## config.mk

```make
export PLATFORM = sky130hd
export DESIGN_NAME = hop_seq_top
export DESIGN_NICKNAME = d
export VERILOG_FILES = /design/src/rtl/hop_seq_pkg.sv /design/src/rtl/hop_step_calc.sv /design/src/rtl/hop_chan_table.sv /design/src/rtl/hop_div_seq.sv /design/src/rtl/hop_seq_top.sv
export SDC_FILE = /design/constraint.sdc
export NUM_CORES = 1
export LEC_CHECK = 0
export ABC_AREA = 0
export BUFFER_PORTS_ARGS = -buffer_cell sky130_fd_sc_hd__buf_2
export CAP_MARGIN = 20
export CORE_ASPECT_RATIO = 1.1
export CORE_MARGIN = 1.5
export CORE_UTILIZATION = 40
export CTS_CLUSTER_SIZE = 12
export DETAILED_ROUTE_END_ITERATION = 8
export HOLD_SLACK_MARGIN = 0.02
export MAX_ROUTING_LAYER = met4
export PLACE_DENSITY = 0.6
export SYNTH_ARGS = -nofsm -noshare
export SYNTH_HDL_FRONTEND = slang
export SYNTH_SLANG_ARGS = --single-unit
export TNS_END_PERCENT = 20
```

## constraint.sdc

```tcl
create_clock -name clk_i -period 7.9 [get_ports clk_i]
set_input_delay 0.395 -clock clk_i [delete_from_list [all_inputs] [get_ports clk_i]]
set_output_delay 0.395 -clock clk_i [all_outputs]
set_load 0.02 [all_outputs]
```

## src/rtl/hop_seq_pkg.sv

```systemverilog
package hop_seq_pkg;
  typedef logic [7:0] syn_byte_t;
  localparam int unsigned SYN_BYTES = 3;
endpackage

```

## src/rtl/hop_step_calc.sv

```systemverilog
module hop_step_calc #(
  parameter int unsigned SEED_W   = 32,
  parameter int unsigned STEP_MOD = 24,
  parameter int unsigned STEP_W   = 5
) (
  input  logic [SEED_W-1:0] seed_i,
  output logic [STEP_W-1:0] step_o
);
  // step lies in 1..STEP_MOD
  assign step_o = STEP_W'(seed_i % SEED_W'(STEP_MOD) + SEED_W'(1));
endmodule

```

## src/rtl/hop_chan_table.sv

```systemverilog
module hop_chan_table #(
  parameter int unsigned NUM_CH       = 29,
  parameter int unsigned FIXED_CH     = 27,
  parameter int unsigned FREQ_W       = 32,
  parameter int unsigned IDX_W        = 5,
  parameter int unsigned STEP_W       = 5,
  parameter int unsigned HIGH_BASE_HZ = 914472960,
  parameter int unsigned LOW_BASE_HZ  = 859504640,
  parameter int unsigned SPACING_HZ   = 499712
) (
  input  logic              clk_i,
  input  logic              rst_ni,
  input  logic              load_i,
  input  logic              band_i,
  input  logic [STEP_W-1:0] step_i,
  input  logic [IDX_W-1:0]  rd_idx_i,
  output logic [FREQ_W-1:0] freq_o
);
  localparam int unsigned NUM_PATCH = NUM_CH - FIXED_CH;

  logic              band_q;
  logic [FREQ_W-1:0] patch_q [NUM_PATCH];

  function automatic logic [FREQ_W-1:0] ch_freq(input logic band, input logic [IDX_W-1:0] ch);
    return (band ? FREQ_W'(LOW_BASE_HZ) : FREQ_W'(HIGH_BASE_HZ))
           + FREQ_W'(ch) * FREQ_W'(SPACING_HZ);
  endfunction

  always_ff @(posedge clk_i or negedge rst_ni) begin
    if (!rst_ni) band_q <= 1'b0;
    else if (load_i) band_q <= band_i;
  end

  // patch entry p copies fixed channel step+p
  for (genvar p = 0; p < NUM_PATCH; p++) begin : g_patch
    always_ff @(posedge clk_i or negedge rst_ni) begin
      if (!rst_ni) patch_q[p] <= '0;
      else if (load_i) patch_q[p] <= ch_freq(band_i, IDX_W'(step_i) + IDX_W'(p));
    end
  end

  always_comb begin
    freq_o = ch_freq(band_q, rd_idx_i);
    for (int p = 0; p < NUM_PATCH; p++)
      if (rd_idx_i == IDX_W'(FIXED_CH + p)) freq_o = patch_q[p];
  end
endmodule

```

## src/rtl/hop_div_seq.sv

```systemverilog
module hop_div_seq #(
  parameter int unsigned DVD_W   = 32,
  parameter int unsigned DIVISOR = 61
) (
  input  logic             clk_i,
  input  logic             rst_ni,
  input  logic             start_i,
  input  logic             abort_i,
  input  logic [DVD_W-1:0] dividend_i,
  output logic             busy_o,
  output logic             done_o,
  output logic [DVD_W-1:0] quot_o
);
  localparam int unsigned REM_W = $clog2(DIVISOR) + 1;
  localparam int unsigned CNT_W = $clog2(DVD_W);

  logic [REM_W-1:0] rem_q, trial, rem_nxt;
  logic [DVD_W-1:0] quo_q;
  logic [CNT_W-1:0] cnt_q;
  logic             busy_q, done_q, qbit;

  // restoring division, one quotient bit per cycle
  assign trial   = {rem_q[REM_W-2:0], quo_q[DVD_W-1]};
  assign qbit    = trial >= REM_W'(DIVISOR);
  assign rem_nxt = qbit ? trial - REM_W'(DIVISOR) : trial;

  always_ff @(posedge clk_i or negedge rst_ni) begin
    if (!rst_ni) begin
      busy_q <= 1'b0;
      done_q <= 1'b0;
      cnt_q  <= '0;
      rem_q  <= '0;
      quo_q  <= '0;
    end else if (abort_i) begin
      busy_q <= 1'b0;
      done_q <= 1'b0;
    end else begin
      done_q <= 1'b0;
      if (start_i) begin
        busy_q <= 1'b1;
        cnt_q  <= '0;
        rem_q  <= '0;
        quo_q  <= dividend_i;
      end else if (busy_q) begin
        rem_q <= rem_nxt;
        quo_q <= {quo_q[DVD_W-2:0], qbit};
        cnt_q <= cnt_q + 1'b1;
        if (cnt_q == CNT_W'(DVD_W - 1)) begin
          busy_q <= 1'b0;
          done_q <= 1'b1;
        end
      end
    end
  end

  assign busy_o = busy_q;
  assign done_o = done_q;
  assign quot_o = quo_q;
endmodule

```

## src/rtl/hop_seq_top.sv

```systemverilog
module hop_seq_top
  import hop_seq_pkg::*;
#(
  parameter int unsigned NUM_CH       = 29,
  parameter int unsigned FIXED_CH     = 27,
  parameter int unsigned STEP_MOD     = 24,
  parameter int unsigned SEED_W       = 32,
  parameter int unsigned FREQ_W       = 32,
  parameter int unsigned DIVISOR      = 61,
  parameter int unsigned HIGH_BASE_HZ = 914472960,
  parameter int unsigned LOW_BASE_HZ  = 859504640,
  parameter int unsigned SPACING_HZ   = 499712,
  localparam int unsigned IDX_W       = $clog2(NUM_CH),
  localparam int unsigned STEP_W      = $clog2(STEP_MOD + 1)
) (
  input  logic              clk_i,
  input  logic              rst_ni,
  input  logic              band_sel_i,
  input  logic [SEED_W-1:0] seed_i,
  input  logic              init_i,
  input  logic              slot_i,
  output logic [IDX_W-1:0]  hop_idx_o,
  output logic [STEP_W-1:0] hop_step_o,
  output logic [7:0]        syn_msb_o,
  output logic [7:0]        syn_mid_o,
  output logic [7:0]        syn_lsb_o,
  output logic              word_valid_o
);
  localparam int unsigned WORD_W = 8 * SYN_BYTES;

  logic [STEP_W-1:0] new_step, step_q;
  logic [IDX_W-1:0]  cur_idx_q, nxt_idx;
  logic [IDX_W:0]    idx_sum;
  logic [FREQ_W-1:0] freq;
  logic [FREQ_W-1:0] quot;
  logic [WORD_W-1:0] word_q;
  logic              armed_q, div_busy, div_done, pend, accept;

  hop_step_calc #(.SEED_W(SEED_W), .STEP_MOD(STEP_MOD), .STEP_W(STEP_W)) u_step (
    .seed_i (seed_i),
    .step_o (new_step)
  );

  hop_chan_table #(
    .NUM_CH(NUM_CH), .FIXED_CH(FIXED_CH), .FREQ_W(FREQ_W), .IDX_W(IDX_W), .STEP_W(STEP_W),
    .HIGH_BASE_HZ(HIGH_BASE_HZ), .LOW_BASE_HZ(LOW_BASE_HZ), .SPACING_HZ(SPACING_HZ)
  ) u_tab (
    .clk_i    (clk_i),
    .rst_ni   (rst_ni),
    .load_i   (init_i),
    .band_i   (band_sel_i),
    .step_i   (new_step),
    .rd_idx_i (cur_idx_q),
    .freq_o   (freq)
  );

  hop_div_seq #(.DVD_W(FREQ_W), .DIVISOR(DIVISOR)) u_div (
    .clk_i      (clk_i),
    .rst_ni     (rst_ni),
    .start_i    (accept),
    .abort_i    (init_i),
    .dividend_i (freq),
    .busy_o     (div_busy),
    .done_o     (div_done),
    .quot_o     (quot)
  );

  assign pend    = div_busy | div_done;
  assign accept  = slot_i & armed_q & ~pend & ~init_i;
  assign idx_sum = {1'b0, cur_idx_q} + (IDX_W + 1)'(step_q);
  assign nxt_idx = (idx_sum >= (IDX_W + 1)'(NUM_CH)) ? IDX_W'(idx_sum - (IDX_W + 1)'(NUM_CH))
                                                      : idx_sum[IDX_W-1:0];

  always_ff @(posedge clk_i or negedge rst_ni) begin
    if (!rst_ni) begin
      armed_q      <= 1'b0;
      step_q       <= '0;
      cur_idx_q    <= '0;
      hop_idx_o    <= '0;
      hop_step_o   <= '0;
      word_q       <= '0;
      word_valid_o <= 1'b0;
    end else if (init_i) begin
      armed_q      <= 1'b1;
      step_q       <= new_step;
      cur_idx_q    <= '0;
      hop_idx_o    <= '0;
      hop_step_o   <= new_step;
      word_valid_o <= 1'b0;
    end else if (accept) begin
      hop_idx_o    <= cur_idx_q;
      hop_step_o   <= step_q;
      cur_idx_q    <= nxt_idx;
      word_valid_o <= 1'b0;
    end else if (div_done) begin
      word_q       <= quot[WORD_W-1:0];
      word_valid_o <= 1'b1;
    end
  end

  assign syn_msb_o = word_q[23:16];
  assign syn_mid_o = word_q[15:8];
  assign syn_lsb_o = word_q[7:0];
endmodule

```

==> qor.yml <==
fill_cells: 2462
synth_nets: 1437
required_ps: 8200
worst-r2r-cell-count: 18
syn_area_mm2: 0.0110
fin_crit_sh_pct: 123
crit_slowest_cell: "or4_4"
gp_congestion: 0.913
p_per_area_mw_per_mm2: 454
dp.cells: 1839
setup_slack_ps: -1850
antenna_left: 0
yosys-top-cells-area: "dfrtp_1, ha_1, mux2_2"
die_w_um: 161
grt_pass1_wl_mm: 48.4
start_util_pct: 40.8
slew_viol_final: 0
synth.distinct_cells: 88
antenna_cells: 0
reg2reg_to: "u_div.quot_o[24]"
cts.sinks: 121
yosys.area.top_type: "dfrtp_1"
failed_checks: "negative setup slack"
fin_tns_setup_ps: -31500
drcViolationCount: 0
r2r_slack_ps: 3230
wirelength_mm: 29.1
numCtsBuffers: 17
wire_per_inst_um: 15.3
finalHoldViolCount: 0
cts_tree: "done"
synth.avg_cell_area_um2: 8.62
vias: 10400
synth_seq_cells: 121
ys_warn_count: 0
drtPass1Iterations: 5
htreeDepth: 4
dp_hpwl_mm: 21.6
total_power_mw: 6.79
outcome: "finished, violations left"
seq_area_frac_synth_pct: 27.6
slew-limit-headroom_pct: 36.7
syn_to_final_growth_pct: 36.2
core-area_mm2: 0.0270
clock_path_buffers: 2
path_max_fanout: 7
num_rows: 63
final_common_cell: "buf_4"
die_h_um: 177
path_class: "in -> reg"
final_util_pct: 55.5
drive_gt1_share_pct: 33.5
clk_pin_slew_worst_paths_ps: 60
max_freq_mhz: 103
clock_skew_ps: 8.78
rsz0062_at_grt: "yes"
clk_latency_ps: 410
worstSetupStartpointType: "input port"
stdcell_area_mm2: 0.0150
cp-endpoint: "u_tab.patch_q[24]"
clk_root_buffer_cell: "clkbuf_16"
ir_drop_mv: 0.342
r2r_start: "cur_idx_q[2]"
power.leakage_nw: 7.04
stdcell_count: 1906
setup_viol: 22
die_area_mm2: 0.0285
grt_max_degree: 69
synth-async-reset-ratio_pct: 100
syn_inst: 1275
antenna_found_initial: 0
grt_pass1_vias: 10200
nNetsFinal: 1698
grt_use_total_pct: 21.0
worst_ep_arrival_time_ps: 10040
setup.worst_path.start: "seed_i[28]"
slowest_delay_ps: 550
mostFrequentLayoutCells: "buf_4, nand2_1, dfrtp_1"
yosysTopAreaCellShare_pct: 27.6
worstMarginPinSlew_ps: 949
synth_edf_count: 0
num_io_pins: 72
critPathCaptureType: "flop"
worstHoldPathType: "in -> async"
drv_cap: 0
gr-total-overflow: 0
ys.flop_type: "dfrtp_1"
viasPerCell: 5.45
drtIter0Drc: 594
period_minus_slack_ps: 9750
post_dp_cell_area_mm2: 0.0133
io_buffers: 71
hold_buffers: 0
## registers in the layout, summed over array words and instances (netlist names)
signal         flops
word_valid_o       1
u_div.quot_o      32
word_q            24
u_div.rem_q        6
u_div.cnt_q        5
u_div.busy_o       1
hop_step_o         5
u_tab.patch_q     30
hop_idx_o          5
u_div.done_o       1
u_tab.band_q       1
step_q             5
cur_idx_q          5
## metal layers
metal	share of wire, %	track usage, %	up-vias
li1	-	-	5105
met1	46	26.4	5027
met2	49	35.3	217
met3	3.5	2.51	44
met4	1.9	6.06	0
met5	0	-	-
## per-stage QoR
step / setup slack (ps) / hold slack (ps)
floorplan: -1750 / 99.4
global placement: -2360 / 459
detailed placement: -2510 / 467
CTS: -1790 / 121
global route: -2210 / 168
finish: -1850 / 85.5
## critical path, delay by kind of cell
family	cells	cell delay, ps
AO/OA/AOI/OAI	17	3530
XOR/XNOR	4	550
adder cells (fa/ha/maj)	5	1640
buffers and inverters	6	680
multiplexers	3	800
AND/OR/NAND/NOR	9	2430
## cell type report
class / count / area, um2 / share of cell area [%]
Clock buffer: 18 / 439 / 2.93
Tap cell: 357 / 447 / 2.98
Multi-Input combinational cell: 995 / 8280 / 55.3
Timing Repair Buffer: 300 / 2210 / 14.7
Inverter: 101 / 379 / 2.53
Clock inverter: 14 / 186 / 1.25
Sequential cell: 121 / 3030 / 20.2
## worst min path at each step
stage          cells past startpoint               end        startpoint  slack [ps]
6_report                           1        word_q[14]            rst_ni          90
2_1_floorplan                      0      cur_idx_q[0]            rst_ni         100
3_5_place_dp                       2  u_div.quot_o[31]  u_div.quot_o[30]         470
5_1_grt                            1        word_q[18]            rst_ni         170
3_3_place_gp                       1      word_valid_o      word_valid_o         460
4_1_cts                            1        word_q[16]            rst_ni         120
## report_power, final
group / switching [mW] / internal [mW] / total, mW
Sequential: 0.117 / 0.768 / 0.885
Combinational: 2.30 / 2.79 / 5.09
Clock: 0.302 / 0.514 / 0.817
## logic make-up (layout without fill, tap and decap cells)
logic type	after synthesis	count (layout)	synth area share, %
flops	121	121	27.6
mux	67	67	6.78
fa+ha+maj	125	125	15.8
simple gates	395	396	17.4
compound gates	333	333	20.8
xor+xnor	74	74	5.90
buf+inv	160	433	5.79
## Yosys cell counts (18+ instances only)
cell type  instances
nor2_1            97
o211ai_1          20
nand2_1          127
fa_1              23
nand3_1           39
o21ai_0           66
nor3_1            20
xnor2_1           54
a21oi_1           77
and3_1            18
dfrtp_1          121
inv_1            100
mux2_2            47
clkbuf_1          39
nand2b_1          22
xor2_1            20
ha_1             102
## what timing repair did
action,in CTS,in global routing
endpoints found under the setup margin,23,23
cloned,2,0
gates resized for setup,82,62
buffers inserted,25,13
endpoints found under the hold margin,0,0
pin swaps,72,49
No activity file was read; power rests on OpenSTA's default activity.
